### src/rtl/duo_arb_pkg.sv
// Shared types and constants for the two-master bus arbiter.
// Assumes exactly two masters; field positions of the configuration word
// are fixed here because the arbitration logic decodes them.
package duo_arb_pkg;

    localparam int NUM_M       = 2;
    localparam int IDX_W       = 1;
    localparam int PRIO_LSB    = 12;
    localparam int PRIO_STRIDE = 4;
    localparam logic [1:0] PRIO_HIGH = 2'b10;
    localparam int QSIZE_W     = 4;
    localparam logic [QSIZE_W-1:0] QSIZE_NONPRE = '1;

    typedef enum logic [1:0] {
        SPLIT_ALL   = 2'b00,
        SPLIT_GT4   = 2'b01,
        SPLIT_GT8   = 2'b10,
        SPLIT_NEVER = 2'b11
    } split_mode_e;

    typedef struct packed {
        logic                   rr_mode;
        split_mode_e            split;
        logic                   unit_beat;
        logic [QSIZE_W-1:0]     qsize;
        logic                   park_valid;
        logic [IDX_W-1:0]       park_idx;
        logic [NUM_M-1:0]       hi;
    } arb_cfg_t;

endpackage

### src/rtl/duo_arb_cfg_decode.sv
// Configuration decoder: turns the raw configuration word into the fields
// used by the arbiter. Reserved bits are never read. An illegal priority
// code counts as low; an illegal park code means "park nobody".
module duo_arb_cfg_decode
    import duo_arb_pkg::*;
#(
    parameter int CFG_W = 32
) (
    input  logic [CFG_W-1:0] cfg_i,
    output arb_cfg_t         cfg_o
);

    // Per-master priority decode, one slice per master.
    for (genvar m = 0; m < NUM_M; m++) begin : g_prio
        assign cfg_o.hi[m] = (cfg_i[PRIO_LSB + PRIO_STRIDE*m +: 2] == PRIO_HIGH);
    end

    // Scalar fields and the parked-master code.
    always_comb begin
        cfg_o.rr_mode    = cfg_i[0];
        cfg_o.split      = split_mode_e'(cfg_i[2:1]);
        cfg_o.unit_beat  = cfg_i[3];
        cfg_o.qsize      = cfg_i[4 +: QSIZE_W];
        cfg_o.park_valid = (cfg_i[9:8] == 2'b01) || (cfg_i[9:8] == 2'b10);
        cfg_o.park_idx   = cfg_i[9];
    end

endmodule

### src/rtl/duo_arb_boundary.sv
// Boundary detector: says whether the bus may change hands at the end of
// this cycle, given the owner's beat and the burst-split setting.
// Assumes burst_i follows the HBURST coding (000 single, 001 undefined,
// 01x four beats, 10x eight beats, 11x sixteen beats).
module duo_arb_boundary
    import duo_arb_pkg::*;
(
    input  logic        active_i,
    input  logic        beat_i,
    input  logic        last_i,
    input  logic [2:0]  burst_i,
    input  split_mode_e split_i,
    output logic        bound_o
);

    logic       fixed_len;
    logic [4:0] beats;
    logic       split_ok;

    // Burst length from the code.
    always_comb begin
        fixed_len = (burst_i[2:1] != 2'b00);
        case (burst_i[2:1])
            2'b01:   beats = 5'd4;
            2'b10:   beats = 5'd8;
            2'b11:   beats = 5'd16;
            default: beats = 5'd1;
        endcase
    end

    // May this fixed burst be cut under the current split setting.
    always_comb begin
        case (split_i)
            SPLIT_ALL: split_ok = 1'b1;
            SPLIT_GT4: split_ok = (beats > 5'd4);
            SPLIT_GT8: split_ok = (beats > 5'd8);
            default:   split_ok = 1'b0;
        endcase
    end

    // Combine into a single permission flag.
    always_comb begin
        bound_o = !active_i || !beat_i || last_i || !fixed_len || split_ok;
    end

endmodule

### src/rtl/duo_arb_quantum.sv
// Slice counter: counts quanta (clocks or accepted beats, chosen by the
// caller through inc_i) since the last grant decision and flags when the
// programmed power-of-two limit is reached. The all-ones size means no limit.
module duo_arb_quantum
    import duo_arb_pkg::*;
#(
    parameter int CNT_W = 16
) (
    input  logic               clk,
    input  logic               rst_n,
    input  logic               clr_i,
    input  logic               inc_i,
    input  logic [QSIZE_W-1:0] size_i,
    output logic               expired_o
);

    localparam int LIM_W = CNT_W + 1;

    logic [CNT_W-1:0] cnt_q;
    logic [LIM_W-1:0] used;
    logic [LIM_W-1:0] limit;

    // Quanta used including the present one, and the limit.
    always_comb begin
        used      = {1'b0, cnt_q} + {{CNT_W{1'b0}}, inc_i};
        limit     = {{CNT_W{1'b0}}, 1'b1} << size_i;
        expired_o = (size_i != QSIZE_NONPRE) && (used >= limit);
    end

    // Saturating counter, cleared at each grant decision.
    always_ff @(posedge clk) begin
        if (!rst_n) begin
            cnt_q <= '0;
        end else if (clr_i) begin
            cnt_q <= '0;
        end else if (used[CNT_W]) begin
            cnt_q <= '1;
        end else begin
            cnt_q <= used[CNT_W-1:0];
        end
    end


    fresh_quantum_chk: assert property (@(posedge clk) disable iff (!rst_n)
        clr_i && (size_i != '0) |=> (size_i != $past(size_i)) || !expired_o);

endmodule

### src/rtl/duo_arb_pick.sv
// Winner selection: given the requests, the priorities and the round-robin
// pointer, names the master that gets the bus if a decision is taken now.
// With no request the parked master (or nobody) is chosen.
module duo_arb_pick
    import duo_arb_pkg::*;
(
    input  logic [NUM_M-1:0] req_i,
    input  logic [NUM_M-1:0] hi_i,
    input  logic             rr_mode_i,
    input  logic [IDX_W-1:0] ptr_i,
    input  logic             park_valid_i,
    input  logic [IDX_W-1:0] park_idx_i,
    output logic             win_valid_o,
    output logic [IDX_W-1:0] win_idx_o
);

    // Resolve the winner from the request pattern.
    always_comb begin
        win_valid_o = 1'b1;
        win_idx_o   = ptr_i;
        if (req_i == '0) begin
            win_valid_o = park_valid_i;
            win_idx_o   = park_idx_i;
        end else if (!(&req_i)) begin
            win_idx_o = req_i[1];
        end else if (!rr_mode_i && (hi_i[0] != hi_i[1])) begin
            win_idx_o = hi_i[1];
        end
    end

endmodule

### src/rtl/duo_bus_arbiter.sv
// Two-master bus arbiter top. Holds the registered grant and the
// round-robin pointer, decides when re-arbitration is allowed and needed,
// and ties the decoder, boundary detector, slice counter and picker.
// Assumes the beat, last and burst inputs describe the current owner.
module duo_bus_arbiter
    import duo_arb_pkg::*;
#(
    parameter int CNT_W = 16,
    parameter int CFG_W = 32
) (
    input  logic             clk,
    input  logic             rst_n,
    input  logic [NUM_M-1:0] req_i,
    input  logic             beat_i,
    input  logic             last_i,
    input  logic [2:0]       burst_i,
    input  logic [CFG_W-1:0] cfg_i,
    output logic [NUM_M-1:0] gnt_o,
    output logic             owner_o
);

    arb_cfg_t         cfg;
    logic [NUM_M-1:0] gnt_q;
    logic [IDX_W-1:0] ptr_q;
    logic [IDX_W-1:0] own_idx;
    logic [IDX_W-1:0] oth_idx;
    logic             active;
    logic             bound;
    logic             q_expired;
    logic             q_inc;
    logic             hand_back;
    logic             q_yield;
    logic             prio_take;
    logic             arb;
    logic             win_valid;
    logic [IDX_W-1:0] win_idx;
    logic [NUM_M-1:0] gnt_nxt;

    duo_arb_cfg_decode #(.CFG_W(CFG_W)) u_dec (
        .cfg_i (cfg_i),
        .cfg_o (cfg)
    );

    duo_arb_boundary u_bnd (
        .active_i (active),
        .beat_i   (beat_i),
        .last_i   (last_i),
        .burst_i  (burst_i),
        .split_i  (cfg.split),
        .bound_o  (bound)
    );

    duo_arb_quantum #(.CNT_W(CNT_W)) u_qnt (
        .clk       (clk),
        .rst_n     (rst_n),
        .clr_i     (arb),
        .inc_i     (q_inc),
        .size_i    (cfg.qsize),
        .expired_o (q_expired)
    );

    duo_arb_pick u_pick (
        .req_i        (req_i),
        .hi_i         (cfg.hi),
        .rr_mode_i    (cfg.rr_mode),
        .ptr_i        (ptr_q),
        .park_valid_i (cfg.park_valid),
        .park_idx_i   (cfg.park_idx),
        .win_valid_o  (win_valid),
        .win_idx_o    (win_idx)
    );

    // Current owner and the reasons to re-arbitrate.
    always_comb begin
        active    = |gnt_q;
        own_idx   = gnt_q[1];
        oth_idx   = ~own_idx;
        q_inc     = cfg.unit_beat ? beat_i : 1'b1;
        hand_back = !req_i[own_idx];
        q_yield   = q_expired && req_i[oth_idx];
        prio_take = !cfg.rr_mode && req_i[oth_idx] && cfg.hi[oth_idx] && !cfg.hi[own_idx];
        arb       = !active || (bound && (hand_back || q_yield || prio_take));
        gnt_nxt   = win_valid ? ({{(NUM_M-1){1'b0}}, 1'b1} << win_idx) : '0;
    end

    // Grant and round-robin pointer registers.
    always_ff @(posedge clk) begin
        if (!rst_n) begin
            gnt_q <= '0;
            ptr_q <= '0;
        end else if (arb) begin
            gnt_q <= gnt_nxt;
            if (win_valid) begin
                ptr_q <= ~win_idx;
            end
        end
    end

    assign gnt_o   = gnt_q;
    assign owner_o = gnt_q[1];


    grant_onehot_chk: assert property (@(posedge clk) disable iff (!rst_n)
        $onehot0(gnt_o));


    burst_hold_chk: assert property (@(posedge clk) disable iff (!rst_n)
        (|gnt_o) && beat_i && !last_i && (burst_i[2:1] != 2'b00) && (cfg_i[2:1] == 2'b11)
        |=> $stable(gnt_o));


    nonpre_hold_chk: assert property (@(posedge clk) disable iff (!rst_n)
        (|gnt_o) && cfg_i[0] && (cfg_i[7:4] == 4'hF) && req_i[owner_o]
        |=> $stable(gnt_o));


    rr_swap_chk: assert property (@(posedge clk) disable iff (!rst_n)
        (|gnt_o) && (&req_i) && cfg_i[0] && q_expired && bound
        |=> (gnt_o != $past(gnt_o)));

endmodule

### config.mk
export PLATFORM = sky130hd
export DESIGN_NAME = duo_bus_arbiter
export DESIGN_NICKNAME = d
export VERILOG_FILES = /design/src/rtl/duo_arb_pkg.sv /design/src/rtl/duo_arb_cfg_decode.sv /design/src/rtl/duo_arb_boundary.sv /design/src/rtl/duo_arb_quantum.sv /design/src/rtl/duo_arb_pick.sv /design/src/rtl/duo_bus_arbiter.sv
export SDC_FILE = /design/constraint.sdc
export NUM_CORES = 1
export LEC_CHECK = 0
export CAP_MARGIN = 25
export CORE_MARGIN = 2
export CORE_UTILIZATION = 30
export DETAILED_ROUTE_END_ITERATION = 12
export PLACE_DENSITY = 0.54
export SLEW_MARGIN = 20
export SYNTH_ARGS = -nofsm -noshare
export SYNTH_HDL_FRONTEND = slang
export SYNTH_HIERARCHICAL = 1
export SYNTH_SLANG_ARGS = --single-unit
### constraint.sdc
create_clock -name clk -period 4.37 [get_ports clk]
set_input_delay 0.874 -clock clk [delete_from_list [all_inputs] [get_ports clk]]
set_output_delay 0.874 -clock clk [all_outputs]
set_load 0.005 [all_outputs]
==> key figures <==
Placement
  – GPL Wtd Cong: 0.7270
  – Placed cell area: 0.002054 mm²
  – Number of port buffers: 24
  – DP Cell Count: 309
  – Hpwl dp: approximately 2800 µm

Routing
  – First drt pass iteration count: 4
  – Vias/cell: 4.835
  – DR top layer: met4
  – Vias: 1,552
  – Routed length on met1: 1838 µm
  – Routed length per instance: 11.87 µm
  – Antenna-violating nets left: 0
  – DR WL met3: 151 µm
  – DR DRC count: 0
  – Initial drt markers: 41
  – Final WL: around 3800 µm
  – Met2 WL: 1817 µm

Timing
  – Slew headroom: between 80% and 90%
  – Tmin final: 3.922 ns
  – Sum Neg Setup Slack: 0 ns
  – Worst Skew: ~0.0013 ns
  – Final Max Tran Viols: 0
  – Slew @ Worst Pin: a little under 0.3 ns
  – Setup violators final: 0
  – Worst hold margin: 0.4878 ns
  – Fmax: 255.0 MHz
  – Final worst path period share: 89.75%
  – RSZ-0062 raised after global routing: false
  – Endpoints failing hold: 0

Global route
  – Initial antenna violation count: 0
  – Vias in the first global route: 1,525
  – Total gr overflow: 0
  – Largest net degree at the start of global routing: 16
  – Global-route wire length before repair: 6568 µm
  – Gr usage total: roughly an eighth

Setup path
  – CP dominant cell by count: ha_4
  – Worst EP arrival: 4.12 ns
  – Slowest CP cell: o31a_1
  – Critical path class: primary input to flop
  – Critical Path End Type: flop
  – Data required, critical path: 4.57 ns
  – Critical path, cell by cell: dlymetal6s2s_1 > nand2b_4 > ha_4 > ha_4 > nand4_4 > nor3_4 > and3_4 > xnor2_2 > inv_2 > ha_4 > nand4_1 > nor2_1 > nand4_1 > nand3_1 > o31a_1 > and2_2 > o221ai_2 > and2_4 > nand2_1 > nand2b_4 > buf_12 > a21oi_1
  – CP peak stage delay: just under 0.3 ns
  – Startpoint types: primary input
  – Max FO, Critical Path: 8

Synth
  – Asr flop ratio synth: 0%
  – Top-area cell type share of the netlist area: a little under a quarter
  – Synth unique cells: 48
  – Ys Warns: 6
  – Area leader, netlist: dfxtp_1
  – Mapped Cells: 207
  – Synth area leaders: dfxtp_1, ha_1, a21oi_1
  – Ys flop type: dfxtp_1
  – Register area share after synthesis: between 20% and 30%
  – Post-Syn Area per Cell: around 7.9 µm²
  – Mapped Area: 0.001644 mm²
  – Syn nets: 266
  – #FFs+latches synth: 19
  – Post-synth EDFFs: 0

Clock network
  – Post-CTS Hold Fix Bufs: 0
  – Clock sinks: 19
  – CTS buffer count: 3
  – Worst-path clk slew: approximately 0.080 ns
  – Largest buffer count on any clock path: 2
  – CTS tree: done
  – Root Driver: clkbuf_8
  – Skew-Pair Late Insertion Delay: 0.26 ns
  – H-tree depth: 1

Outcome
  – Status: complete, no violations

Layout
  – Area of the multi-input gates: 0.001304 mm²
  – Layout Nets: 311
  – # fillers: 530
  – Final instance area: 0.002395 mm²
  – Seq. cell area: about 380 µm²
  – Most frequent cells in the layout: buf_4, clkdlybuf4s50_1, inv_1, dfxtp_1, nand3_1
  – Synth-to-Final Area Change: 45.66%
  – Most common cell after layout, fill and taps aside: buf_4
  – Antenna diode count: 0
  – Finished Layout Cells: 321
  – Share of cells above drive strength 1: ~30%

Floorplan
  – Die span in y: 78.03 µm
  – Initial core utilization: 31.59%
  – Rows: 26
  – Io pins: 44
  – Die area: 0.006089 mm²
  – Die extent in x: 78.03 µm
  – Core area: 0.005205 mm²

Min path
  – Worst hold path type: flop to flop

Power
  – Max VDD drop: 0.1260 mV
  – LEAKAGE: 1.087 nW
  – PwrDens: around 180 mW/mm²

Job
  – Max Cap Viol: 0
==> power by group <==
group / internal (mW) / switching, mW / total, mW / leakage [nW]
combinational: 0.0714 / 0.0512 / 0.123 / 0.911
clock: 0.0649 / 0.0638 / 0.129 / 0.0228
sequential: 0.178 / 0.00546 / 0.183 / 0.154
==> repair_timing <==
item / in CTS / in global routing
setup buffers: 6 / 1
gates resized for setup: 20 / 22
setup endpoints to repair: 16 / 18
pin swaps: 16 / 11
cloned: 1 / 0
==> cells in the mapped netlist, types with 3 or more instances <==
library cell and number:
a21oi_1 20, buf_4 10, dfxtp_1 19, ha_1 18
inv_1 21, nand2_1 17, nand2b_1 3, nand3_1 19
nand4_1 5, nor2_1 8, nor2b_1 8, o21ai_0 3
xnor2_1 7, xor2_1 8
==> final cells by class <==
cell class	instances	area share [%]
Multi-Input combinational cell	154	54.44
Timing Repair Buffer	53	20.85
Sequential cell	19	15.88
Tap cell	70	3.657
Inverter	21	3.292
Clock buffer	4	1.881
==> worst max-delay path: cells and delay by family <==
kind            cells  cell delay [ns]
buf+inv             3             0.33
simple gates       12             1.63
xor+xnor            1             0.12
compound gates      3             0.59
fa+ha+maj           3             0.54
==> per-stage QoR <==
| stage | setup WS [ns] | util (%) | power, mW |
|---|---|---|---|
| 2_1_floorplan | 0.02368 | - | 0.2494 |
| 3_3_place_gp | -0.4077 | 39.47 | 0.2936 |
| 3_5_place_dp | -0.4471 | 39.47 | 0.2939 |
| 4_1_cts | 0.05854 | 43.89 | 0.4385 |
| 5_1_grt | 0.2148 | 46.01 | 0.4616 |
| 6_report | 0.4481 | 46.01 | 0.4347 |
==> worst paths after layout <==
check	from	end	slack (ns)	depth (start not counted)
hold / removal	ptr_q	ptr_q	0.49	2
setup reg to reg	u_qnt/cnt_q[2]	u_qnt/cnt_q[8]	0.68	19
setup / recovery	beat_i	u_qnt/cnt_q[8]	0.45	22
hold reg to reg	ptr_q	ptr_q	0.49	2
==> flip-flops by register name, summed over array words and instances (netlist names) <==
signal	count
gnt_o	2
ptr_q	1
u_qnt/cnt_q	16
==> cells by family (layout without fill, tap and decap cells) <==
group | Yosys count | after routing | synth area share [%]
and+or+nand+nor | 79 | 79 | 28.31
muxes | 1 | 1 | 0.6089
buffers and inverters | 34 | 78 | 10.50
DFF | 19 | 19 | 23.14
adders and majority gates | 18 | 18 | 13.70
xor gates and xnor gates | 15 | 15 | 7.991
AOI/OAI and AO/OA | 41 | 41 | 15.75
==> per-layer routing <==
layer	track usage, %	vias up
li1	-	805
met1	16.78	716
met2	23.10	29
met3	3.103	2
met4	0.5263	0
met5	0	-
No activity file was read; power rests on OpenSTA's default activity.
